$ cat src/rtl/vbi_pkg.sv
package vbi_pkg;
  typedef enum logic {
    STD_525 = 1'b0,
    STD_625 = 1'b1
  } vbi_std_e;

  localparam int unsigned LINE_W    = 10;
  localparam int unsigned LINES_525 = 525;
  localparam int unsigned LINES_625 = 625;
endpackage

$ cat src/rtl/vbi_win_decode.sv
// Per-standard line classifier: legal range, VBI membership, opened data lines.
module vbi_win_decode #(
  parameter int unsigned LINE_W    = 10,
  parameter int unsigned TOTAL     = 525,
  parameter int unsigned VA_LO     = 525,  // wrapping window start (to TOTAL)
  parameter int unsigned VA_HI     = 21,   // wrapping window end (from 1)
  parameter int unsigned VB_LO     = 262,
  parameter int unsigned VB_HI     = 284,
  parameter int unsigned OA_LO     = 10,
  parameter int unsigned OA_HI     = 21,
  parameter int unsigned OB_LO     = 273,
  parameter int unsigned OB_HI     = 284,
  parameter int unsigned HALF_LINE = 273   // 0: no half-line case
) (
  input  logic [LINE_W-1:0] line_i,
  input  logic              second_half_i,
  input  logic              partial_i,
  output logic              legal_o,
  output logic              vbi_o,
  output logic              open_o
);
  localparam logic [LINE_W-1:0] L_ONE   = LINE_W'(1);
  localparam logic [LINE_W-1:0] L_TOTAL = LINE_W'(TOTAL);
  localparam logic [LINE_W-1:0] L_VA_LO = LINE_W'(VA_LO);
  localparam logic [LINE_W-1:0] L_VA_HI = LINE_W'(VA_HI);
  localparam logic [LINE_W-1:0] L_VB_LO = LINE_W'(VB_LO);
  localparam logic [LINE_W-1:0] L_VB_HI = LINE_W'(VB_HI);
  localparam logic [LINE_W-1:0] L_OA_LO = LINE_W'(OA_LO);
  localparam logic [LINE_W-1:0] L_OA_HI = LINE_W'(OA_HI);
  localparam logic [LINE_W-1:0] L_OB_LO = LINE_W'(OB_LO);
  localparam logic [LINE_W-1:0] L_OB_HI = LINE_W'(OB_HI);
  localparam logic [LINE_W-1:0] L_HALF  = LINE_W'(HALF_LINE);

  function automatic logic in_rng(input logic [LINE_W-1:0] v,
                                  input logic [LINE_W-1:0] lo,
                                  input logic [LINE_W-1:0] hi);
    return (v >= lo) && (v <= hi);
  endfunction

  logic win_a, win_b, open_a, open_b, half_hold;

  always_comb begin
    legal_o   = in_rng(line_i, L_ONE, L_TOTAL);
    // frame-end window wraps: two comparisons ORed
    win_a     = in_rng(line_i, L_VA_LO, L_TOTAL) || in_rng(line_i, L_ONE, L_VA_HI);
    win_b     = in_rng(line_i, L_VB_LO, L_VB_HI);
    vbi_o     = legal_o && (win_a || win_b);
    half_hold = (HALF_LINE != 0) && (line_i == L_HALF) && !second_half_i;
    open_a    = in_rng(line_i, L_OA_LO, L_OA_HI);
    open_b    = in_rng(line_i, L_OB_LO, L_OB_HI) && !half_hold;
    open_o    = partial_i && vbi_o && (open_a || open_b);
  end
endmodule

$ cat src/rtl/vbi_pin_sync.sv
// Multi-stage synchronizer for the asynchronous blank pin.
module vbi_pin_sync #(
  parameter int unsigned STAGES    = 2,
  parameter logic        RESET_VAL = 1'b1
) (
  input  logic clk_i,
  input  logic rst_ni,
  input  logic d_i,
  output logic q_o
);
  logic [STAGES-1:0] stage_q;

  always_ff @(posedge clk_i or negedge rst_ni) begin
    if (!rst_ni) begin
      stage_q <= {STAGES{RESET_VAL}};
    end else begin
      stage_q[0] <= d_i;
      for (int i = 1; i < STAGES; i++) stage_q[i] <= stage_q[i-1];
    end
  end

  assign q_o = stage_q[STAGES-1];

  // each stage takes the previous stage's value one clock later
  p_sync_shift_r9: assert property (@(posedge clk_i) disable iff (!rst_ni)
    stage_q[1] == $past(stage_q[0]));
endmodule

$ cat src/rtl/vbi_blank_ctrl.sv
module vbi_blank_ctrl #(
  parameter int unsigned LINE_W      = vbi_pkg::LINE_W,
  parameter int unsigned SYNC_STAGES = 2
) (
  input  logic              clk_i,
  input  logic              rst_ni,
  input  logic [LINE_W-1:0] line_i,
  input  logic              std_i,
  input  logic              second_half_i,
  input  logic              partial_i,
  input  logic              ext_blank_dis_i,
  input  logic              blank_ni,
  output logic              blank_o,
  output logic              vbi_pass_o
);
  import vbi_pkg::*;

  localparam int unsigned N_STD = 2;

  logic [N_STD-1:0] legal_s, vbi_s, open_s;
  logic legal, vbi, open_line, pin_q, blank_d, pass_d, blank_q, pass_q;

  for (genvar g = 0; g < N_STD; g++) begin : g_std
    if (g == 0) begin : g_525
      vbi_win_decode #(
        .LINE_W(LINE_W), .TOTAL(LINES_525),
        .VA_LO(525), .VA_HI(21), .VB_LO(262), .VB_HI(284),
        .OA_LO(10), .OA_HI(21), .OB_LO(273), .OB_HI(284), .HALF_LINE(273)
      ) u_dec (
        .line_i(line_i), .second_half_i(second_half_i), .partial_i(partial_i),
        .legal_o(legal_s[g]), .vbi_o(vbi_s[g]), .open_o(open_s[g])
      );
    end else begin : g_625
      vbi_win_decode #(
        .LINE_W(LINE_W), .TOTAL(LINES_625),
        .VA_LO(624), .VA_HI(22), .VB_LO(311), .VB_HI(335),
        .OA_LO(7), .OA_HI(22), .OB_LO(319), .OB_HI(335), .HALF_LINE(0)
      ) u_dec (
        .line_i(line_i), .second_half_i(second_half_i), .partial_i(partial_i),
        .legal_o(legal_s[g]), .vbi_o(vbi_s[g]), .open_o(open_s[g])
      );
    end
  end

  vbi_pin_sync #(.STAGES(SYNC_STAGES), .RESET_VAL(1'b1)) u_pin_sync (
    .clk_i(clk_i), .rst_ni(rst_ni), .d_i(blank_ni), .q_o(pin_q)
  );

  always_comb begin
    legal     = (std_i == STD_625) ? legal_s[1] : legal_s[0];
    vbi       = (std_i == STD_625) ? vbi_s[1]   : vbi_s[0];
    open_line = (std_i == STD_625) ? open_s[1]  : open_s[0];
    if (!legal)                blank_d = 1'b1;
    else if (!ext_blank_dis_i) blank_d = !pin_q;
    else                       blank_d = vbi && !open_line;
    pass_d = open_line && !blank_d;
  end

  always_ff @(posedge clk_i or negedge rst_ni) begin
    if (!rst_ni) begin
      blank_q <= 1'b1;
      pass_q  <= 1'b0;
    end else begin
      blank_q <= blank_d;
      pass_q  <= pass_d;
    end
  end

  assign blank_o    = blank_q;
  assign vbi_pass_o = pass_q;

  // passing data never coincides with blanking
  p_pass_unblanked_r7: assert property (@(posedge clk_i) disable iff (!rst_ni)
    vbi_pass_o |-> !blank_o);
  // no data pass without partial mode
  p_no_pass_full_r7: assert property (@(posedge clk_i) disable iff (!rst_ni)
    !partial_i |=> !vbi_pass_o);
  // illegal line numbers blank
  p_illegal_blank_r8: assert property (@(posedge clk_i) disable iff (!rst_ni)
    !legal |=> (blank_o && !vbi_pass_o));
  // with pin ignored, active lines are never blanked
  p_pin_ignored_r10: assert property (@(posedge clk_i) disable iff (!rst_ni)
    (ext_blank_dis_i && legal && !vbi) |=> !blank_o);
  // 525 sync/equalization lines at frame start stay closed
  p_sync_closed_r6: assert property (@(posedge clk_i) disable iff (!rst_ni)
    (std_i == STD_525 && line_i >= LINE_W'(1) && line_i <= LINE_W'(9)) |=> !vbi_pass_o);
endmodule

$ cat config.mk
export PLATFORM = sky130hd
export DESIGN_NAME = vbi_blank_ctrl
export DESIGN_NICKNAME = d
export VERILOG_FILES = /design/src/rtl/vbi_pkg.sv /design/src/rtl/vbi_win_decode.sv /design/src/rtl/vbi_pin_sync.sv /design/src/rtl/vbi_blank_ctrl.sv
export SDC_FILE = /design/constraint.sdc
export NUM_CORES = 1
export LEC_CHECK = 0
export ABC_AREA = 1
export CAP_MARGIN = 20
export CORE_AREA = 3 3 40 42
export DETAILED_ROUTE_END_ITERATION = 8
export DIE_AREA = 0 0 43 45
export DONT_BUFFER_PORTS = 1
export MAX_ROUTING_LAYER = met4
export PLACE_DENSITY_LB_ADDON = 0.05
export REMOVE_ABC_BUFFERS = 1
export SETUP_SLACK_MARGIN = 0.4
export SLEW_MARGIN = 20
export SYNTH_ARGS = -nofsm -noshare
export SYNTH_HDL_FRONTEND = slang
export SYNTH_HIERARCHICAL = 1
export SYNTH_SLANG_ARGS = --single-unit
export TNS_END_PERCENT = 1
$ cat constraint.sdc
create_clock -name clk_i -period 1.1 [get_ports clk_i]
set_input_delay 0.165 -clock clk_i [delete_from_list [all_inputs] [get_ports clk_i]]
set_output_delay 0.165 -clock clk_i [all_outputs]
set_load 0.01 [all_outputs]
==> impl_metrics.tcl <==
set metrics [dict create \
    yosysUniqueCellTypes 21 \
    grt_max_degree 12 \
    power.leakage_uw 0.000493 \
    internal-power_uw 396 \
    worstReg2RegEnd "vbi_pass_o$_DFF_PN0_" \
    port_buffers 0 \
    p_clk_share_pct 34.5 \
    synth-edff-count 0 \
    areaGrowthSynthToFinish_pct 25.2 \
    p_seq_share_pct 28.5 \
    critPathKind "in2reg" \
    tightest_slew_ps 223 \
    fin_nets 184 \
    final_area_um2 971 \
    placed_area_um2 840 \
    holdPathEnd "blank_o$_DFF_PN1_" \
    rrSetupSlack_ps 250 \
    cts_htree_levels 1 \
    vdd_drop_max_mv 0.275 \
    cts_tree "yes" \
    io_pins 19 \
    via_count 967 \
    postSynthRegisterBits 4 \
    timing.hold.ws_ps 39.1 \
    finalCritPeriodShare_pct 92.7 \
    yosysMostFrequentCell "nand2_1" \
    synth-main-ff-cell "dfstp_2" \
    max_clock_freq_mhz 981 \
    yosysSeqAreaShare_pct 13.4 \
    clockBufferDepth 2 \
    firstDrtPassIters 4 \
    drv_slew 0 \
    drc 0 \
    netlist_area_um2 776 \
    synthCells 154 \
    grt_pass1_wl_mm 3.39 \
    final_antenna_net_count 0 \
    synth_fa_ha_area_share_pct 0 \
    critPathLaunchType "primary input" \
    cts.clk_slew.worst_paths_ps 40 \
    drive_gt1_share_pct 28.9 \
    fin_skew_ps 8.30 \
    avgRoutedWirePerCell_um 11.6 \
    critPathMaxFanout 10 \
    hold_viol_final 0 \
    muxShareOfSynthArea_pct 0 \
    hp-start "ext_blank_dis_i" \
    power-per-cell-area_nw_per_um2 620 \
    rsz0062_at_grt "true" \
    finalCriticalPeriod_ps 1020 \
    crit_required_ps 1280 \
    drt-total-wl_mm 2.11 \
    synth-simple-area-share_pct 61.5 \
    max_slew_margin_pct 85.0 \
    cts_made_buffers 3 \
    overflow 0 \
    insertion_delay_ps 240 \
    ys_top_cells_by_area "nand2_1, nor2_1, inv_1" \
    arrival_ps 1200 \
    core-area_um2 1280 \
    synth.avg_cell_area_um2 5.04 \
    combPwrFrac_pct 37.0 \
    synth_compound_gate_area_share_pct 10.2 \
    synthXorXnorAreaFrac_pct 0 \
    diodes 0 \
    end_kind "flip-flop" \
    ctsRootBufferMaster "clkbuf_4" \
    cts.sink_count 4 \
    antenna_found_initial 0 \
    routabilityCongestion 0.901 \
    die_h_um 45 \
    holdPathStages 2 \
    drv_cap 0 \
    p_sw_uw 206 \
    die_x_um 43 \
    outcome "complete, no violations" \
    synth_common_cells "nand2_1, nor2_1, inv_1, nand3_1, inv_2" \
    first_iter_violations 19 \
    rows 13 \
    synth_top_cell_area_share_pct 20.8 \
    async_flop_share_pct 100 \
    setup_viol 0 \
    p_sw_share_pct 34.3 \
    hold_class "in2reg" \
    synth_top_family_by_area "simple AND/OR/NAND/NOR gates" \
    synth_area_leader_cell "nand2_1" \
    timing.rr.start "u_pin_sync/stage_q[1]$_DFF_PN1_" \
    reg2reg_depth 3 \
    die_area_um2 1940 \
    hpwl_mm 1.65 \
    yosysWarnings 6 \
    grt_pass1_vias 845 \
    viasPerCell 5.34 \
    initial_core_util_pct 60.4 \
    grt_usage_pct 23.3 \
]
## kinds of logic (layout without fill, tap and decap cells)
| logic type | after synthesis | in the layout |
|---|---|---|
| AOI/OAI and AO/OA | 13 | 13 |
| buffers and inverters | 31 | 43 |
| DFF | 4 | 4 |
| and+or+nand+nor | 106 | 106 |
## timing repair
action	4_1_cts	5_1_grt
buffers inserted	0	0
setup endpoints to repair	4	4
resized for setup	6	21
pin swaps	4	4
cloned	0	0
hold endpoints to repair	5	0
hold buffers	2	0
## power groups by stage
stage | registers, uW | logic [uW] | clock network (uW)
6_report | 172 | 223 | 208
5_1_grt | 172 | 250 | 217
4_1_cts | 172 | 201 | 209
3_5_place_dp | 174 | 184 | 0
3_3_place_gp | 172 | 180 | 0
2_1_floorplan | 171 | 141 | 0
## sequential cells by signal, indices dropped and copies added, names as in the netlist
signal / flops
vbi_pass_o: 1
u_pin_sync/stage_q: 2
blank_o: 1
## final cells by class
cell class / instances / area (um2)
clock buffer: 4 / 26.3
fill: 122 / 314
inverter: 31 / 129
multi-input combinational: 119 / 628
sequential: 4 / 104
tap: 15 / 18.8
timing repair buffer: 8 / 65.1
## how the worst max path moves through the flow
stage | to | cells past startpoint | slack, ps | from
finish | blank_o$_DFF_PN1_ | 15 | 80 | line_i[9]
global route | blank_o$_DFF_PN1_ | 14 | -50 | line_i[1]
CTS | blank_o$_DFF_PN1_ | 11 | 100 | line_i[7]
detailed placement | blank_o$_DFF_PN1_ | 14 | -190 | line_i[6]
global placement | blank_o$_DFF_PN1_ | 11 | -150 | line_i[5]
floorplan | blank_o$_DFF_PN1_ | 14 | -40 | line_i[6]
## layout by cell type (no fill, tap or decap), types with 2 or more instances in the layout
cell            n
a21oi_1         3
a21oi_2         2
buf_4           6
clkbuf_4        3
dfstp_2         3
dlygate4sd3_1   2
inv_1          23
inv_2           5
inv_6           2
nand2_1        38
nand2_2         8
nand2_4         2
nand3_1        12
nand3_2         4
nand3b_1        3
nand4_1         3
nor2_1         23
nor2_2          7
nor2_4          2
nor3_1          2
o21ai_0         4
o21ai_1         2
## worst max-delay path, cell delays in order
cell     delay, ps
inv_6           40
nand2_4         50
nor2_4         150
nand2_1         80
nand2_1         70
nand2_2         70
nand2_2         70
nand3_2         70
nand2_2         70
nor2_2          30
inv_1           50
nand2_1         70
nand2_2         80
nand3_2         60
nand2_2         70
## metal layers
metal	up-vias	global-route usage (%)	wire [um]
met4	0	10.2	35
li1	501	-	-
met1	426	28.5	905
met5	-	-	0
met3	4	5.18	136
met2	36	36.8	1030
## per-stage QoR
step / setup slack [ps] / total power [uW] / std cells / setup TNS (ps) / util (%)
after floorplan: -42.1 / 312 / 154 / -62.0 / -
after global placement: -147 / 352 / 175 / -272 / 65.3
after detailed placement: -191 / 358 / 175 / -345 / 65.3
after CTS: 104 / 582 / 181 / 0 / 70.8
after global routing: -54.7 / 640 / 181 / -67.8 / 75.6
final: 80.6 / 602 / 181 / 0 / 75.6
Power figures use the tool's default switching activity.
